$ cat src/rtl/sar_pkg.sv
// Shared types for the successive-approximation sequencer.
// Assumes: one stage register drives all switch decoding.
package sar_pkg;

    typedef enum logic [2:0] {
        ST_IDLE   = 3'd0,
        ST_TRACK  = 3'd1,
        ST_GAP    = 3'd2,
        ST_HOLD   = 3'd3,
        ST_DECIDE = 3'd4
    } sar_stage_e;

endpackage

$ cat src/rtl/sar_stage_ctrl.sv
// Stage sequencer: idle, track, gap, hold, then NBITS decision steps.
// Assumes: start is a single-cycle request and settle_cfg is valid with it.
// Provides the current stage, the bit under test and the end-of-step strobe.
module sar_stage_ctrl
    import sar_pkg::*;
#(
    parameter int NBITS      = 8,
    parameter int TRACK_CYC  = 4,
    parameter int SAMPLE_CYC = 2,
    parameter int SETTLE_W   = 3
) (
    input  logic                     clk,
    input  logic                     rst_n,
    input  logic                     start,
    input  logic [SETTLE_W-1:0]      settle_cfg,
    output sar_stage_e               stage,
    output logic [$clog2(NBITS)-1:0] bit_idx,
    output logic                     step_end,
    output logic                     accept
);
    localparam int IDX_W = $clog2(NBITS);
    localparam int TW    = $clog2(TRACK_CYC + 1);
    localparam int SW    = $clog2(SAMPLE_CYC + 1);
    localparam int MW    = (TW > SW) ? TW : SW;
    localparam int CNT_W = (MW > SETTLE_W) ? MW : SETTLE_W;

    logic [CNT_W-1:0]    cnt;
    logic [SETTLE_W-1:0] settle_q;

    // Request accepted only from idle; later requests are dropped.
    assign accept   = (stage == ST_IDLE) && start;
    // Last cycle of a decision step: comparator is sampled at this edge.
    assign step_end = (stage == ST_DECIDE) &&
                      (cnt == CNT_W'(settle_q));

    // Stage register, in-stage cycle counter and bit index.
    always_ff @(posedge clk) begin
        if (!rst_n) begin
            stage    <= ST_IDLE;
            cnt      <= '0;
            bit_idx  <= '0;
            settle_q <= '0;
        end else begin
            case (stage)
                ST_IDLE: begin
                    if (start) begin
                        stage    <= ST_TRACK;
                        cnt      <= '0;
                        settle_q <= settle_cfg;
                    end
                end
                ST_TRACK: begin
                    if (cnt == CNT_W'(TRACK_CYC - 1)) begin
                        stage <= ST_GAP;
                        cnt   <= '0;
                    end else begin
                        cnt <= cnt + 1'b1;
                    end
                end
                ST_GAP: begin
                    stage <= ST_HOLD;
                    cnt   <= '0;
                end
                ST_HOLD: begin
                    if (cnt == CNT_W'(SAMPLE_CYC - 1)) begin
                        stage   <= ST_DECIDE;
                        cnt     <= '0;
                        bit_idx <= IDX_W'(NBITS - 1);
                    end else begin
                        cnt <= cnt + 1'b1;
                    end
                end
                ST_DECIDE: begin
                    if (step_end) begin
                        cnt <= '0;
                        if (bit_idx == '0) stage <= ST_IDLE;
                        else               bit_idx <= bit_idx - 1'b1;
                    end else begin
                        cnt <= cnt + 1'b1;
                    end
                end
                default: stage <= ST_IDLE;
            endcase
        end
    end
endmodule

$ cat src/rtl/sar_switch_dec.sv
// Decodes the stage into the three shared switch controls.
// Assumes: stage is a register, so outputs are glitch-free per cycle and
// the gap stage separates feedback opening from plate grounding.
module sar_switch_dec
    import sar_pkg::*;
(
    input  sar_stage_e stage,
    output logic       amp_fb_close,
    output logic       plate_to_input,
    output logic       plate_gnd_en
);
    // Track closes feedback and ties plates to input; hold and decide ground them.
    always_comb begin
        amp_fb_close   = (stage == ST_TRACK);
        plate_to_input = (stage == ST_TRACK);
        plate_gnd_en   = (stage == ST_HOLD) || (stage == ST_DECIDE);
    end
endmodule

$ cat src/rtl/sar_trial_reg.sv
// Holds the kept bits, forms the per-capacitor reference selects and loads
// the result with a one-cycle done pulse after the last step.
// Assumes: clear arrives once per conversion before the first step.
module sar_trial_reg #(
    parameter int NBITS = 8
) (
    input  logic                     clk,
    input  logic                     rst_n,
    input  logic                     clear,
    input  logic                     in_decide,
    input  logic [$clog2(NBITS)-1:0] bit_idx,
    input  logic                     step_end,
    input  logic                     cmp_in,
    output logic [NBITS-1:0]         ref_sel,
    output logic [NBITS-1:0]         result,
    output logic                     done
);
    localparam int IDX_W = $clog2(NBITS);

    logic [NBITS-1:0] kept;
    logic [NBITS-1:0] kept_nx;
    logic [NBITS-1:0] trial;

    // Per-capacitor trial select and next kept value.
    for (genvar i = 0; i < NBITS; i++) begin : g_bit
        assign trial[i]   = in_decide && (bit_idx == IDX_W'(i));
        assign kept_nx[i] = (step_end && (bit_idx == IDX_W'(i))) ? cmp_in : kept[i];
    end

    // Reference selects: decided bits plus the one under test.
    assign ref_sel = in_decide ? (kept | trial) : '0;

    // Kept bits, result register and done pulse.
    always_ff @(posedge clk) begin
        if (!rst_n) begin
            kept   <= '0;
            result <= '0;
            done   <= 1'b0;
        end else begin
            done <= 1'b0;
            if (clear) begin
                kept <= '0;
            end else if (step_end) begin
                kept <= kept_nx;
                if (bit_idx == '0) begin
                    result <= kept_nx;
                    done   <= 1'b1;
                end
            end
        end
    end
endmodule

$ cat src/rtl/sar_seq_top.sv
// Top of the successive-approximation sequencer: stage control, switch
// decode and trial register. Assumes an external binary-weighted array.
module sar_seq_top
    import sar_pkg::*;
#(
    parameter int NBITS      = 8,
    parameter int TRACK_CYC  = 4,
    parameter int SAMPLE_CYC = 2,
    parameter int SETTLE_W   = 3
) (
    input  logic                clk,
    input  logic                rst_n,
    input  logic                start,
    input  logic [SETTLE_W-1:0] settle_cfg,
    input  logic                cmp_in,
    output logic                amp_fb_close,
    output logic                plate_to_input,
    output logic                plate_gnd_en,
    output logic [NBITS-1:0]    ref_sel,
    output logic [NBITS-1:0]    result,
    output logic                done
);
    localparam int IDX_W = $clog2(NBITS);

    sar_stage_e       stage;
    logic [IDX_W-1:0] bit_idx;
    logic             step_end;
    logic             accept;

    sar_stage_ctrl #(
        .NBITS(NBITS), .TRACK_CYC(TRACK_CYC),
        .SAMPLE_CYC(SAMPLE_CYC), .SETTLE_W(SETTLE_W)
    ) u_ctrl (
        .clk(clk), .rst_n(rst_n), .start(start), .settle_cfg(settle_cfg),
        .stage(stage), .bit_idx(bit_idx), .step_end(step_end), .accept(accept)
    );

    sar_switch_dec u_dec (
        .stage(stage), .amp_fb_close(amp_fb_close),
        .plate_to_input(plate_to_input), .plate_gnd_en(plate_gnd_en)
    );

    sar_trial_reg #(.NBITS(NBITS)) u_trial (
        .clk(clk), .rst_n(rst_n), .clear(accept),
        .in_decide(stage == ST_DECIDE), .bit_idx(bit_idx),
        .step_end(step_end), .cmp_in(cmp_in),
        .ref_sel(ref_sel), .result(result), .done(done)
    );
endmodule

$ cat config.mk
export PLATFORM = sky130hd
export DESIGN_NAME = sar_seq_top
export DESIGN_NICKNAME = d
export VERILOG_FILES = /design/src/rtl/sar_pkg.sv /design/src/rtl/sar_stage_ctrl.sv /design/src/rtl/sar_switch_dec.sv /design/src/rtl/sar_trial_reg.sv /design/src/rtl/sar_seq_top.sv
export SDC_FILE = /design/constraint.sdc
export NUM_CORES = 1
export LEC_CHECK = 0
export ABC_CLOCK_PERIOD_IN_PS = 2600
export BUFFER_PORTS_ARGS = -buffer_cell sky130_fd_sc_hd__buf_2
export CORE_ASPECT_RATIO = 1.25
export CORE_MARGIN = 1.5
export CORE_UTILIZATION = 55
export DETAILED_ROUTE_END_ITERATION = 10
export GPL_TIMING_DRIVEN = 0
export PLACE_DENSITY = 0.76
export RECOVER_POWER = 25
export SLEW_MARGIN = 25
export SYNTH_ARGS = -nofsm -noshare
export SYNTH_HDL_FRONTEND = slang
export SYNTH_SLANG_ARGS = --single-unit
$ cat constraint.sdc
create_clock -name clk -period 2.6 [get_ports clk]
set_clock_uncertainty 0.1 [all_clocks]
set_input_delay 0.39 -clock clk [delete_from_list [all_inputs] [get_ports clk]]
set_output_delay 0.39 -clock clk [all_outputs]
set_load 0.005 [all_outputs]
==> key figures <==
Outcome
  – Status: finished, final reports clean

STA
  – Slew Viols, Final: 0
  – RSZ-0062 raised after global routing: false
  – Fin crit period: 2.35 ns
  – Final setup fails: 0
  – Post-route setup slack: 0.253 ns
  – Maximum clock rate: 426 MHz
  – Final period util: 0.903
  – Setup TNS: 0 ns
  – Worst slew pin tran: 0.714 ns
  – Final Hold Viols: 0
  – Slew HR: 0.523
  – Hold Slack: 0.187 ns

Critical path
  – Family with the most delay on the worst path: buffers and inverters
  – Most common cell on crit path: nor2_1
  – Crit Path Max Fanout: 10
  – Worst path buffer plus inverter count: 3
  – Worst path slowest cell: clkbuf_1
  – Largest stage delay, worst path: 0.37 ns
  – CP Launch Type: register
  – Crit path cell chain: inv_1, ha_1, nor2b_1, clkbuf_1, nor2_1, nor2_1, buf_2
  – Setup CP Type: register to output port
  – Critical Path AT: 1.86 ns
  – Required time worst endpoint: 2.11 ns
  – CP endpoint kind: output port

Floorplan
  – Die area: 3260 um^2
  – Chip height: 63.5 um
  – Num ports: 27
  – Die width: 51.4 um
  – Core Area: 2730 um^2
  – # rows: 21
  – Initial Util: 0.588

Run
  – Maximum Capacitance Violations: 0

Placement
  – Final Wtd Congestion: 0.823
  – Port bufs: 25
  – Placed Area: 1780 um^2
  – Post-DP HPWL: 2600 um
  – Setup WS pre-CTS: 0.469 ns
  – DP Cell Count: 248

Detailed routing
  – Starting DRT DRC Count: 50
  – DRT antenna net count: 0
  – DRC: 0
  – Routed via count: 1,423
  – Detailed Route WL: 3520 um
  – Vias/cell: 5.56
  – Per-cell routed wire length: 13.8 um
  – Iteration count of the initial detailed-routing pass: 4

GRT
  – Overflow after GRT: 0
  – Total GRT Usage: 0.249
  – First-pass GRT wire length: 6000 um
  – Maximum number of pins on one net before global-route repair: 11
  – Number of global-route vias before repair: 1,343
  – Initial antenna violation count: 0

Clock tree
  – Count of cells resized by post-cts repair: 0
  – Clock slew at reported path FFs: 0.09 ns
  – Num CTS Buffers: 5
  – Max clock buf depth: 2
  – Clock sink count: 29
  – Total setup buffers inserted after CTS: 0
  – CTS tree: built
  – Htree depth: 2
  – Clk_lat worst skew: 0.33 ns
  – Clock root buffer: clkbuf_4
  – Hold Buf Count CTS: 0

Logic synthesis
  – EDFF count, synth: 0
  – Top post-synthesis cells by count: dfxtp_1 (29), nor2_1 (20), a21oi_1 (19)
  – Main synth FF type: dfxtp_1
  – Synth Instances: 189
  – Sequential cell area fraction in the yosys report: 0.361
  – Seq cells post-synth: 29
  – Count leader, synth: dfxtp_1
  – Post-synthesis area per instance: 8.51 um^2
  – Synth Cell Area: 1610 um^2
  – Synth area leader: dfxtp_1
  – Largest cells by area after synthesis: dfxtp_1 (36%), ha_1 (7.0%), mux2i_1 (6.2%)
  – Count of cell types in the netlist: 42
  – Synth top area share: 0.361
  – Mapped Nets: 205
  – Asr flop ratio synth: 0
  – Synth Warn #: 0

Worst hold path
  – Worst Hold Class: input pin to register

Power
  – Worst VDD drop: 0.609 mV
  – Lkg Pwr: 0.792 nW
  – Total power: 0.988 mW
  – PwrDens: 526 nW/um^2

Final layout
  – Area growth, synth to finish: 16.8%
  – N_diodes: 0
  – # fillers: 255
  – Share of layout cells above drive strength 1: 0.203
  – Post-layout util: 0.687
  – Final non-filler cell total: 256
  – Final Cell Area: 1880 um^2
  – Final-stage net count: 237
placed cells by master (no fill, tap or decap), types with 9 or more instances in the layout:
cell type,instances
clkbuf_1,9
buf_2,23
nand3_1,12
inv_1,9
ha_1,9
nand2_1,9
nor2_1,20
dfxtp_1,29
a21oi_1,19
mux2i_1,10
logic make-up after synthesis:
logic type / synth area share
fa+ha+maj: 0.0700
mux: 0.0623
compound gates: 0.202
flops: 0.361
buf+inv: 0.0677
xor+xnor: 0.0327
simple gates: 0.205
layout make-up:
cell class,instances,area (um^2),share of cell area
well taps,34,42.5,0.0227
clock inverters,3,65.1,0.0346
repair buffers,25,119,0.0633
inverters,10,37.5,0.0200
flip-flops and latches,29,581,0.309
plain buffers,12,71.3,0.0380
clock buffers,5,37.5,0.0200
multi-input cells,138,925,0.492
power breakdown:
group          switching [mW]  leakage (nW)  total [mW]  internal, mW
clock network           0.167        0.0552       0.464         0.298
logic                  0.0365         0.503      0.0635        0.0270
registers             0.00935         0.235       0.460         0.450
worst paths after layout:
check	cells past startpoint	slack, ns	to	startpoint
max	7	0.25	ref_sel[0]	u_ctrl.bit_idx[0]
min	3	0.19	u_ctrl.settle_q[0]	settle_cfg[0]
max reg2reg	7	0.43	u_ctrl.bit_idx[1]	u_ctrl.bit_idx[0]
min reg2reg	2	0.37	u_trial.result[6]	u_trial.result[6]
state kept, by name (all words and copies together), names as in the netlist:
signal,flops
u_trial.result,8
u_ctrl.bit_idx,3
u_ctrl.stage,3
u_ctrl.cnt,3
u_trial.kept,8
u_ctrl.settle_q,3
u_trial.done,1
worst min-delay path, stage by stage:
cell	delay (ns)
buf_2	0.07
mux2i_1	0.06
nor2_1	0.07
metal layers:
layer | GRT usage | vias up | share of wire
li1 | - | 722 | -
met1 | 0.254 | 645 | 0.40
met2 | 0.455 | 47 | 0.52
met3 | 0.0711 | 9 | 0.045
met4 | 0.105 | 0 | 0.033
met5 | 0 | - | 0
Note: power is estimated with default switching activity, not from simulation.
